## src/rtl/lssd_pkg.sv

```systemverilog
package lssd_pkg;

  // Clock enables of one cycle, shared by every cell.
  typedef struct packed {
    logic cap;
    logic shf;
    logic upd;
  } lssd_en_t;

  // Master action is legal only when exactly one master enable is set.
  function automatic logic master_collide(lssd_en_t e);
    return e.cap & e.shf;
  endfunction

  // Slave must stay still while any master enable is set.
  function automatic logic slave_collide(lssd_en_t e);
    return e.upd & (e.cap | e.shf);
  endfunction

endpackage

```

## src/rtl/lssd_rst_sync.sv

```systemverilog
module lssd_rst_sync #(
  parameter int STAGES = 2
) (
  input  logic clk,
  input  logic rst_n,
  output logic rst_sync_n
);

  logic [STAGES-1:0] sync_q;
  logic [STAGES-1:0] sync_d;

  always_comb begin
    sync_d = {sync_q[STAGES-2:0], 1'b1};
  end

  always_ff @(posedge clk or negedge rst_n) begin
    if (!rst_n) sync_q <= '0;
    else        sync_q <= sync_d;
  end

  assign rst_sync_n = sync_q[STAGES-1];

endmodule

```

## src/rtl/lssd_cell.sv

```systemverilog
module lssd_cell
  import lssd_pkg::*;
(
  input  logic     clk,
  input  logic     rst_n,
  input  lssd_en_t en,
  input  logic     func_d,
  input  logic     scan_d,
  output logic     slave_q
);

  logic master_q, master_d;
  logic slave_d;

  always_comb begin
    master_d = master_q;
    if (!master_collide(en)) begin
      if (en.cap)      master_d = func_d;
      else if (en.shf) master_d = scan_d;
    end
  end

  always_comb begin
    slave_d = slave_q;
    if (en.upd && !slave_collide(en)) slave_d = master_q;
  end

  always_ff @(posedge clk or negedge rst_n) begin
    if (!rst_n) begin
      master_q <= 1'b0;
      slave_q  <= 1'b0;
    end else begin
      master_q <= master_d;
      slave_q  <= slave_d;
    end
  end

  a_r2_capture_load: assert property (@(posedge clk) disable iff (!rst_n)
    (en.cap && !en.shf) |=> (master_q == $past(func_d)));

  a_r4_shift_load: assert property (@(posedge clk) disable iff (!rst_n)
    (en.shf && !en.cap) |=> (master_q == $past(scan_d)));

  a_r3_update_copy: assert property (@(posedge clk) disable iff (!rst_n)
    (en.upd && !en.cap && !en.shf) |=> (slave_q == $past(master_q)));

  a_r6_master_hold: assert property (@(posedge clk) disable iff (!rst_n)
    (en.cap && en.shf) |=> $stable(master_q));

  a_r7_slave_hold: assert property (@(posedge clk) disable iff (!rst_n)
    (en.upd && (en.cap || en.shf)) |=> $stable(slave_q));

  a_r8_idle_hold: assert property (@(posedge clk) disable iff (!rst_n)
    (!en.upd && !en.cap && !en.shf) |=> ($stable(master_q) && $stable(slave_q)));

endmodule

```

## src/rtl/lssd_guard.sv

```systemverilog
module lssd_guard
  import lssd_pkg::*;
(
  input  logic     clk,
  input  logic     rst_n,
  input  lssd_en_t en,
  output logic     conflict_q,
  output logic     overlap_q
);

  logic conflict_d, overlap_d;

  always_comb begin
    conflict_d = conflict_q | master_collide(en);
    overlap_d  = overlap_q  | slave_collide(en);
  end

  always_ff @(posedge clk or negedge rst_n) begin
    if (!rst_n) begin
      conflict_q <= 1'b0;
      overlap_q  <= 1'b0;
    end else begin
      conflict_q <= conflict_d;
      overlap_q  <= overlap_d;
    end
  end

  a_r6_conflict_sticky: assert property (@(posedge clk) disable iff (!rst_n)
    conflict_q |=> conflict_q);

  a_r6_conflict_set: assert property (@(posedge clk) disable iff (!rst_n)
    (en.cap && en.shf) |=> conflict_q);

  a_r7_overlap_sticky: assert property (@(posedge clk) disable iff (!rst_n)
    overlap_q |=> overlap_q);

  a_r7_overlap_set: assert property (@(posedge clk) disable iff (!rst_n)
    (en.upd && (en.cap || en.shf)) |=> overlap_q);

endmodule

```

## src/rtl/lssd_chain.sv

```systemverilog
module lssd_chain
  import lssd_pkg::*;
#(
  parameter int N_CELLS   = 3,
  parameter int RST_SYNC  = 2
) (
  input  logic               clk,
  input  logic               rst_n,
  input  logic               cap_en,
  input  logic               shf_en,
  input  logic               upd_en,
  input  logic [N_CELLS-1:0] cell_d,
  input  logic               scan_in,
  output logic [N_CELLS-1:0] cell_q,
  output logic               scan_out,
  output logic               err_conflict,
  output logic               err_overlap
);

  localparam int LAST = N_CELLS - 1;

  logic                rst_core_n;
  lssd_en_t            en;
  logic [N_CELLS-1:0]  slave_v;
  logic [N_CELLS-1:0]  scan_feed;

  assign en = '{cap: cap_en, shf: shf_en, upd: upd_en};

  lssd_rst_sync #(.STAGES(RST_SYNC)) u_rst (
    .clk        (clk),
    .rst_n      (rst_n),
    .rst_sync_n (rst_core_n)
  );

  generate
    for (genvar i = 0; i < N_CELLS; i++) begin : g_cell
      if (i == 0) begin : g_head
        assign scan_feed[i] = scan_in;
      end else begin : g_link
        assign scan_feed[i] = slave_v[i-1];
      end
      lssd_cell u_cell (
        .clk     (clk),
        .rst_n   (rst_core_n),
        .en      (en),
        .func_d  (cell_d[i]),
        .scan_d  (scan_feed[i]),
        .slave_q (slave_v[i])
      );
    end
  endgenerate

  lssd_guard u_guard (
    .clk        (clk),
    .rst_n      (rst_core_n),
    .en         (en),
    .conflict_q (err_conflict),
    .overlap_q  (err_overlap)
  );

  assign cell_q   = slave_v;
  assign scan_out = slave_v[LAST];

  a_r1_reset_clear: assert property (@(posedge clk)
    !rst_core_n |=> (cell_q == '0 && !err_conflict && !err_overlap));

  a_r5_scan_out_tap: assert property (@(posedge clk) disable iff (!rst_core_n)
    (shf_en && !cap_en) |=> (scan_out == cell_q[LAST]));

endmodule

```

## config.mk

```make
export PLATFORM = sky130hd
export DESIGN_NAME = lssd_chain
export DESIGN_NICKNAME = d
export VERILOG_FILES = /design/src/rtl/lssd_pkg.sv /design/src/rtl/lssd_rst_sync.sv /design/src/rtl/lssd_cell.sv /design/src/rtl/lssd_guard.sv /design/src/rtl/lssd_chain.sv
export SDC_FILE = /design/constraint.sdc
export NUM_CORES = 1
export LEC_CHECK = 0
export ABC_AREA = 1
export BUFFER_PORTS_ARGS = -buffer_cell sky130_fd_sc_hd__buf_2
export CAP_MARGIN = 20
export CORE_AREA = 2 2 39 41
export CTS_CLUSTER_DIAMETER = 200
export DETAILED_ROUTE_END_ITERATION = 8
export DIE_AREA = 0 0 41 43
export PLACE_DENSITY = 0.69
export SYNTH_ARGS = -nofsm -noshare
export SYNTH_HDL_FRONTEND = slang
export SYNTH_HIERARCHICAL = 1
export SYNTH_SLANG_ARGS = --single-unit
export TNS_END_PERCENT = 10
```

## constraint.sdc

```tcl
create_clock -name clk -period 1.1 [get_ports clk]
set_clock_uncertainty 0.1 [all_clocks]
set_input_delay 0.11 -clock clk [delete_from_list [all_inputs] [get_ports clk]]
set_output_delay 0.11 -clock clk [all_outputs]
set_load 0.01 [all_outputs]
```

### Word level (Yosys, flattened, before mapping)

Index checks and enable logic that the tools add are counted.

* register bits: 10
* latch bits: 0
* memory bits (writable): 0
* bits in read-only memories: 0
* input bits: 9
* output and inout port bits: 6
* memories kept: 0

* add/sub/neg operators: 0
* multiply operators: 0
* div/mod/pow operators: 0
* $lt $le $gt $ge: 0
* equality and inequality tests: 0
* shifts and indexed selects: 0
* mux-type cells: 6
* bitwise logic cells: 6
* reductions and logical operators: 4

Operators by type and width (number)
* $mux W1: 6
* $or A1 B1 Y1: 3
* $and A1 B1 Y1: 2
* $reduce_and A2 Y1: 1
* $reduce_bool A2 Y1: 1
* $logic_and A1 B1 Y1: 1
* $logic_not A1 Y1: 1
* $not A1 Y1: 1

### Longest topological paths before layout

Gate-level depths: netlist of the first run.

* depth after elaboration: 4
* depth in mapped cells: 5
* mapped depth without buffers: 5

### By module

The synthesis of the first run kept the hierarchy.

Modules (own cells, without submodules)
* lssd_cell: times used 3, cells each 16, area an instance 116.4 µm²
* lssd_guard: times used 1, cells each 6, area an instance 70.1 µm²
* lssd_rst_sync: times used 1, cells each 3, area an instance 53.8 µm²
* lssd_chain: times used 1, cells each 1, area an instance 7.5 µm²

### Worst setup path before layout of the first run

OpenSTA, ideal clock, no wires.

* path kind: input to register
* from: input shf_en
* to: register g_cell[0].u_cell.master_q
* arrival: 0.680 ns
* data required time: 0.935 ns
* slack: 0.255 ns
* stages: 4
* buffers on the path: 0
* cells stage by stage: inv_1 > ha_1 > or2_0 > nand2_1

* longest elaborated chain between the ends: 3
* elaborated cells on any way between the ends: 4

RTL lines
* start: declaration: RTL line lssd_chain.sv:10 `input logic shf_en,`
* $and A1 B1 Y1: RTL line lssd_pkg.sv:12 `return e.cap & e.shf;`
* $not A1 Y1 (no source line)
* $reduce_and A2 Y1 (no source line) *
* end signal: assignment: RTL line lssd_cell.sv:33 `master_q <= master_d;`
* end: declaration: RTL line lssd_cell.sv:12 `logic master_q, master_d;`

Every way passes the cells marked *; elsewhere a longest branch is shown, timed or not.
A chain may end at the register's enable or synchronous reset.

### Worst setup path in the final report of the first run

* from: register g_cell[0].u_cell.slave_q
* to: output cell_q[0]

RTL lines
* start: declaration: RTL line lssd_cell.sv:9 `output logic slave_q`
* start signal: assignment: RTL line lssd_cell.sv:34 `slave_q <= slave_d;`
* end: declaration: RTL line lssd_chain.sv:14 `output logic [N_CELLS-1:0] cell_q,`

No word-level cell between the ends.

==> flow_metrics.env, run 1 <==
export IMPL_status="completed"
export IMPL_gp_congestion=0.773
export IMPL_finalCritPeriodShare_pct=93.0
export IMPL_drtAntennaViolNets=0
export IMPL_synth_simple_area_share_pct=19.5
export IMPL_synth_common_cells="16 x inv_1, 16 x nand2_1, 10 x dfrtp_1"
export IMPL_portBuffers=14
export IMPL_drive_gt1_share_pct=24.4
export IMPL_reg2reg_from="g_cell[1].u_cell/slave_q$_DFFE_PN0P_"
export IMPL_firstDrtPassIters=3
export IMPL_rsz0062_at_grt="no"
export IMPL_syn_nets=70
export IMPL_synthMuxAreaShare_pct=0
export IMPL_vdd_drop_max_uv=622
export IMPL_crit_arrival_ns=0.81
export IMPL_synth_top_family_by_area="simple AND/OR/NAND/NOR gates"
export IMPL_max_freq_mhz=977
export IMPL_clk_pin_slew_ns=0.07
export IMPL_htreeDepth=1
export IMPL_cts_buffers=3
export IMPL_required_ns=0.89
export IMPL_fin_area_sq_um=627
export IMPL_cts_tree="yes"
export IMPL_synthTopCellsByArea="dfrtp_1 52%, inv_1 13%, nand2_1 13%, ha_1 7.8%, or2_0 3.9%"
export IMPL_cts_sinks=10
export IMPL_die_width_microns=41
export IMPL_synth_fa_ha_area_share_pct=7.81
export IMPL_layout_min_cycle_time_ns=1.02
export IMPL_synth_compound_area_share_pct=5.73
export IMPL_synth_xor_area_share_pct=0
export IMPL_worstSetupPathType="flip-flop to primary output"
export IMPL_ys_seq_area_share_pct=52.1
export IMPL_multi_input_area_sq_um=163
export IMPL_die_y_microns=43
export IMPL_nNetsFinal=91
export IMPL_via_count=384
export IMPL_dieArea_sq_um=1760
export IMPL_clk_path_buf_depth=2
export IMPL_antenna_found_initial=0
export IMPL_gr_total_overflow=0
export IMPL_worstPathMaxFanout=3
export IMPL_yosysTopAreaCell="dfrtp_1"
export IMPL_synth_distinct_cells=11
export IMPL_grt_max_degree=9
export IMPL_r2r_slack_ns=0.29
export IMPL_powerDensity_nw_per_um2=1510
export IMPL_synth_avg_cell_area_sq_um=8.28
export IMPL_hold_violations=0
export IMPL_max_cap_viol_count=0
export IMPL_tns_ns=0
export IMPL_ys_seq_elements=10
export IMPL_n_antenna_cell=0
export IMPL_crit_slowest_cell="dfrtp_1"
export IMPL_cts_root_buf="clkbuf_4"
export IMPL_setup_violations=0
export IMPL_hold_class="flip-flop to async pin"
export IMPL_ys_async_sr_fraction_pct=100
export IMPL_grt_util_all_layers_pct=12.1
export IMPL_area_growth_pct=30.5
export IMPL_boundaryPins=15
export IMPL_clk_latency_ns=0.27
export IMPL_grt_first_pass_wirelength_microns=1350
export IMPL_wire_per_inst_microns=8.45
export IMPL_rows=14
export IMPL_rr_endpoint="g_cell[2].u_cell/master_q$_DFFE_PN0P_"
export IMPL_drt_initial_drc_count=2
export IMPL_dp_hpwl_microns=619
export IMPL_startpoint_type="flip-flop"
export IMPL_drcViolationCount=0
export IMPL_path_buf_inv=1
export IMPL_viasPerCell=4.09
export IMPL_p_leak_nw=0.370
export IMPL_synthFlopType="dfrtp_1"
export IMPL_drv_slew=0
export IMPL_ff2ff_path_depth=4
export IMPL_initial_core_util_pct=34.7
export IMPL_placed_area_sq_um=571
export IMPL_syn_cell_area_sq_um=480
export IMPL_core_sq_um=1380
export IMPL_crit_family="flip-flops"
export IMPL_synth_edf_count=0
export IMPL_syn_inst=58
export IMPL_yosys_warnings=6
export IMPL_grt_pass1_vias=316
export IMPL_max_stage_delay_ns=0.40
export IMPL_crit_path_end_kind="primary output"
export IMPL_path_cells="buf_2"
export IMPL_synth_top_area_share_pct=52.1
export IMPL_fillers=141
export IMPL_seq_area_sq_um=250
export IMPL_wl_microns=794
report_power, final:
group / switching, mW / internal (mW)
Sequential: 0.0265 / 0.416
Combinational: 0.0905 / 0.0794
Clock: 0.136 / 0.201
Total: 0.253 / 0.696
registers in the layout (all words and copies together) (netlist names):
register	cells
u_guard/overlap_q	1
g_cell.u_cell/master_q	3
u_rst/sync_q	2
u_guard/conflict_q	1
g_cell.u_cell/slave_q	3
layout by cell type (no fill, tap or decap):
master / Yosys / final
inv_1: 16 / 16
nand2_1: 16 / 16
buf_2: 0 / 14
dfrtp_1: 10 / 10
clkbuf_4: 0 / 3
nand3_1: 3 / 3
or2_0: 3 / 3
o21ai_0: 3 / 3
ha_1: 3 / 3
dlygate4sd3_1: 0 / 2
clkbuf_8: 0 / 1
buf_4: 1 / 1
o21ai_1: 1 / 1
a21o_1: 1 / 1
conb_1: 1 / 1
routing by layer:
layer  up-vias  wire, microns  global-route usage (%)
li1        208              -                       -
met1       163            360                    17.6
met2        11            363                    13.4
met3         2             50                    4.71
met4         0             19                    10.0
met5         -              0                       0
layout make-up:
type | instances | share of cell area [%]
flip-flops and latches | 10 | 39.9
well taps | 16 | 3.19
clock buffers | 4 | 5.79
inverters | 16 | 9.58
multi-input cells | 31 | 25.9
repair buffers | 17 | 15.6
through the flow:
stage	instances	util, %	hold slack, ns	setup WS (ns)	power [mW]
after floorplan	58	-	-0.286	0.255	0.556
after global placement	88	41.2	-0.205	0.0658	0.613
after detailed placement	88	41.2	-0.203	0.0627	0.619
after CTS	94	45.3	0.0197	0.0637	0.972
after global routing	94	45.3	0.0430	0.0322	1.03
final	94	45.3	0.0224	0.0766	0.949
cell families after synthesis:
family,Yosys count
compound gates,5
fa+ha+maj,3
buf+inv,17
flops,10
other cells,1
simple gates,22
worst max-delay path by stage:
stage,startpoint,endpoint,cells past startpoint
final,g_cell[0].u_cell/slave_q$_DFFE_PN0P_,cell_q[0],1
after global routing,g_cell[0].u_cell/slave_q$_DFFE_PN0P_,cell_q[0],1
after CTS,g_cell[0].u_cell/slave_q$_DFFE_PN0P_,cell_q[0],1
after detailed placement,cap_en,g_cell[2].u_cell/master_q$_DFFE_PN0P_,5
after global placement,cap_en,g_cell[0].u_cell/master_q$_DFFE_PN0P_,5
after floorplan,shf_en,g_cell[0].u_cell/master_q$_DFFE_PN0P_,4
timing repair:
item                                   4_1_cts  5_1_grt
hold buffers                                 2        0
endpoints found under the hold margin        3        0
gates resized for setup                      0        0
setup buffers                                0        0
Note: power is estimated with default switching activity, not from simulation.
==> run 2, diff against run 1 <==
--- a/config.mk
+++ b/config.mk
@@ -12,9 +12,8 @@
 export CTS_CLUSTER_DIAMETER = 200
 export DETAILED_ROUTE_END_ITERATION = 8
 export DIE_AREA = 0 0 41 43
-export PLACE_DENSITY = 0.69
+export PLACE_DENSITY = 0.66
 export SYNTH_ARGS = -nofsm -noshare
 export SYNTH_HDL_FRONTEND = slang
-export SYNTH_HIERARCHICAL = 1
 export SYNTH_SLANG_ARGS = --single-unit
 export TNS_END_PERCENT = 10
==> run 2 against run 1 <==
Sequential cell count unchanged. Sequential share of layout area up 4.5 points. Synthesized cell count down 12%. Fmax up 2.6%. Critical path depth unchanged. Register-to-register slack worse by 0.05 ns. Core utilization down 4.6 points. Largest power group unchanged. Synthesized area down 6.5%. Cell area down 10%. Non-clock buffer count down 2.
==> flow_metrics.env, run 2 <==
export IMPL_ys_async_sr_fraction_pct=100
export IMPL_startpoint_type="flip-flop"
export IMPL_drtAntennaViolNets=0
export IMPL_synthFlopType="dfrtp_1"
export IMPL_synth_distinct_cells=13
export IMPL_firstDrtPassIters=2
export IMPL_drcViolationCount=0
export IMPL_dieArea_sq_um=1760
export IMPL_crit_arrival_ns=0.79
export IMPL_drt_initial_drc_count=2
export IMPL_die_y_microns=43
export IMPL_max_cap_viol_count=0
export IMPL_synthTopCellsByArea="dfrtp_1 56%, nand2_1 12%, inv_1 7.5%, ha_1 5.6%, buf_4 5.0%"
export IMPL_grt_max_degree=9
export IMPL_layout_common_cells="14 x nand2_1, 14 x buf_2, 10 x dfrtp_1"
export IMPL_r2r_slack_ns=0.24
export IMPL_layout_min_cycle_time_ns=0.998
export IMPL_die_width_microns=41
export IMPL_crit_slowest_cell="dfrtp_1"
export IMPL_wl_microns=716
export IMPL_yosysTopAreaCell="dfrtp_1"
export IMPL_crit_family="flip-flops"
export IMPL_grt_pass1_vias=328
export IMPL_synth_edf_count=0
export IMPL_holdPathStages=3
export IMPL_status="completed"
export IMPL_worstPathMaxFanout=3
export IMPL_cts_root_buf="clkbuf_4"
export IMPL_core_sq_um=1380
export IMPL_dp_hpwl_microns=575
export IMPL_cts_sinks=10
export IMPL_syn_nets=62
export IMPL_synth_common_cells="14 x nand2_1, 10 x dfrtp_1, 9 x inv_1"
export IMPL_clk_latency_ns=0.26
export IMPL_path_cells="buf_2"
export IMPL_crit_path_end_kind="primary output"
export IMPL_n_antenna_cell=0
export IMPL_reg2reg_from="u_guard.conflict_q$_DFF_PN0_"
export IMPL_synth_top_area_share_pct=55.7
export IMPL_syn_cell_area_sq_um=449
export IMPL_via_count=342
export IMPL_cts_tree="yes"
export IMPL_grt_first_pass_wirelength_microns=1290
export IMPL_cts_buffers=3
export IMPL_path_buf_inv=1
export IMPL_wire_per_inst_microns=8.63
export IMPL_fillers=147
export IMPL_synth_most_common_cell="nand2_1"
export IMPL_viasPerCell=4.12
export IMPL_max_freq_mhz=1000
export IMPL_rr_endpoint="u_guard.conflict_q$_DFF_PN0_"
export IMPL_ys_seq_area_share_pct=55.7
export IMPL_hold_class="input pin to flip-flop"
export IMPL_required_ns=0.89
export IMPL_drive_gt1_share_pct=31.3
export IMPL_gr_total_overflow=0
export IMPL_clk_path_buf_depth=2
export IMPL_area_growth_pct=25.3
export IMPL_syn_inst=51
export IMPL_min_from="upd_en"
export IMPL_powerDensity_nw_per_um2=1620
export IMPL_yosys_warnings=0
export IMPL_rsz0062_at_grt="no"
export IMPL_top_usage_layer="met2"
export IMPL_clk_pin_slew_ns=0.07
export IMPL_grtUsageMet1_pct=12.4
export IMPL_hold_violations=0
export IMPL_largestRegisters="g_cell.u_cell.master_q: 3 flops, g_cell.u_cell.slave_q: 3 flops, u_rst.sync_q: 2 flops"
export IMPL_grt_util_all_layers_pct=11.3
export IMPL_setup_violations=0
export IMPL_min_to="g_cell[2].u_cell.slave_q$_DFFE_PN0P_"
export IMPL_gp_congestion=0.825
export IMPL_grt_use_met3_pct=7.85
export IMPL_ys_seq_elements=10
export IMPL_worstSetupPathType="flip-flop to primary output"
export IMPL_initial_core_util_pct=32.5
export IMPL_max_stage_delay_ns=0.39
export IMPL_tns_ns=0
export IMPL_htreeDepth=1
export IMPL_rows=14
export IMPL_p_leak_nw=0.322
export IMPL_portBuffers=14
export IMPL_boundaryPins=15
export IMPL_drv_slew=0
export IMPL_finalCritPeriodShare_pct=90.7
export IMPL_antenna_found_initial=0
export IMPL_vdd_drop_max_uv=807
export IMPL_ff2ff_path_depth=1
export IMPL_grtUsageMet2_pct=16.6
export IMPL_nNetsFinal=79
export IMPL_synth_avg_cell_area_sq_um=8.81
export IMPL_holdWs_ns=0.00455
==> run 2: area by class of cell <==
class,instances,area (sq um),share of cell area (%)
clock buffer,4,36.3,6.44
inverter,10,37.5,6.67
multi-input combinational,28,139,24.7
sequential,10,250,44.4
tap,16,20.0,3.56
timing repair buffer,15,80.1,14.2
==> run 2: worst max path at each step <==
| stage | slack (ns) | startpoint | depth (start not counted) | to |
|---|---|---|---|---|
| 2_1_floorplan | 0.22 | u_guard.conflict_q$_DFF_PN0_ | 1 | u_guard.conflict_q$_DFF_PN0_ |
| 6_report | 0.10 | g_cell[2].u_cell.slave_q$_DFFE_PN0P_ | 1 | scan_out |
| 5_1_grt | 0.05 | g_cell[2].u_cell.slave_q$_DFFE_PN0P_ | 1 | scan_out |
| 3_3_place_gp | 0.1 | cap_en | 6 | g_cell[1].u_cell.master_q$_DFFE_PN0P_ |
| 3_5_place_dp | 0.06 | cap_en | 6 | g_cell[1].u_cell.master_q$_DFFE_PN0P_ |
| 4_1_cts | 0.09 | g_cell[2].u_cell.slave_q$_DFFE_PN0P_ | 1 | scan_out |
==> run 2: through the flow <==
stage	power [mW]	cell area (sq um)	instances	setup WS, ns	util [%]
floorplan	0.567	449	51	0.219	-
global placement	0.599	517	78	0.0993	37.3
detailed placement	0.602	517	78	0.0613	37.3
CTS	0.934	563	83	0.0858	40.7
global route	0.978	563	83	0.0509	40.7
finish	0.914	563	83	0.102	40.7
==> run 2: cells by family (layout without fill, tap and decap cells) <==
kind of cell	count (synthesis)	after routing	synth area share, %
simple gates	22	22	20.6
buf+inv	13	29	13.4
flops	10	10	55.7
compound gates	3	3	3.90
fa+ha+maj	2	2	5.57
other cells	1	1	0.835
==> run 2: what timing repair did <==
item	in CTS	in global routing
endpoints found under the hold margin	2	0
buffers inserted	0	0
gates resized for setup	0	0
hold buffers	1	0
==> run 2: power by group <==
| group | total, mW | leakage (nW) | internal, mW | switching, mW |
|---|---|---|---|---|
| registers | 0.444 | 0.111 | 0.416 | 0.0284 |
| logic | 0.149 | 0.191 | 0.0665 | 0.0821 |
| clock network | 0.321 | 0.0210 | 0.201 | 0.121 |
==> run 2: layer usage <==
layer | vias to the layer above | wire, microns
li1 | 177 | -
met5 | - | 0
met3 | 0 | 50
met4 | 0 | 0
met1 | 156 | 323
met2 | 9 | 342
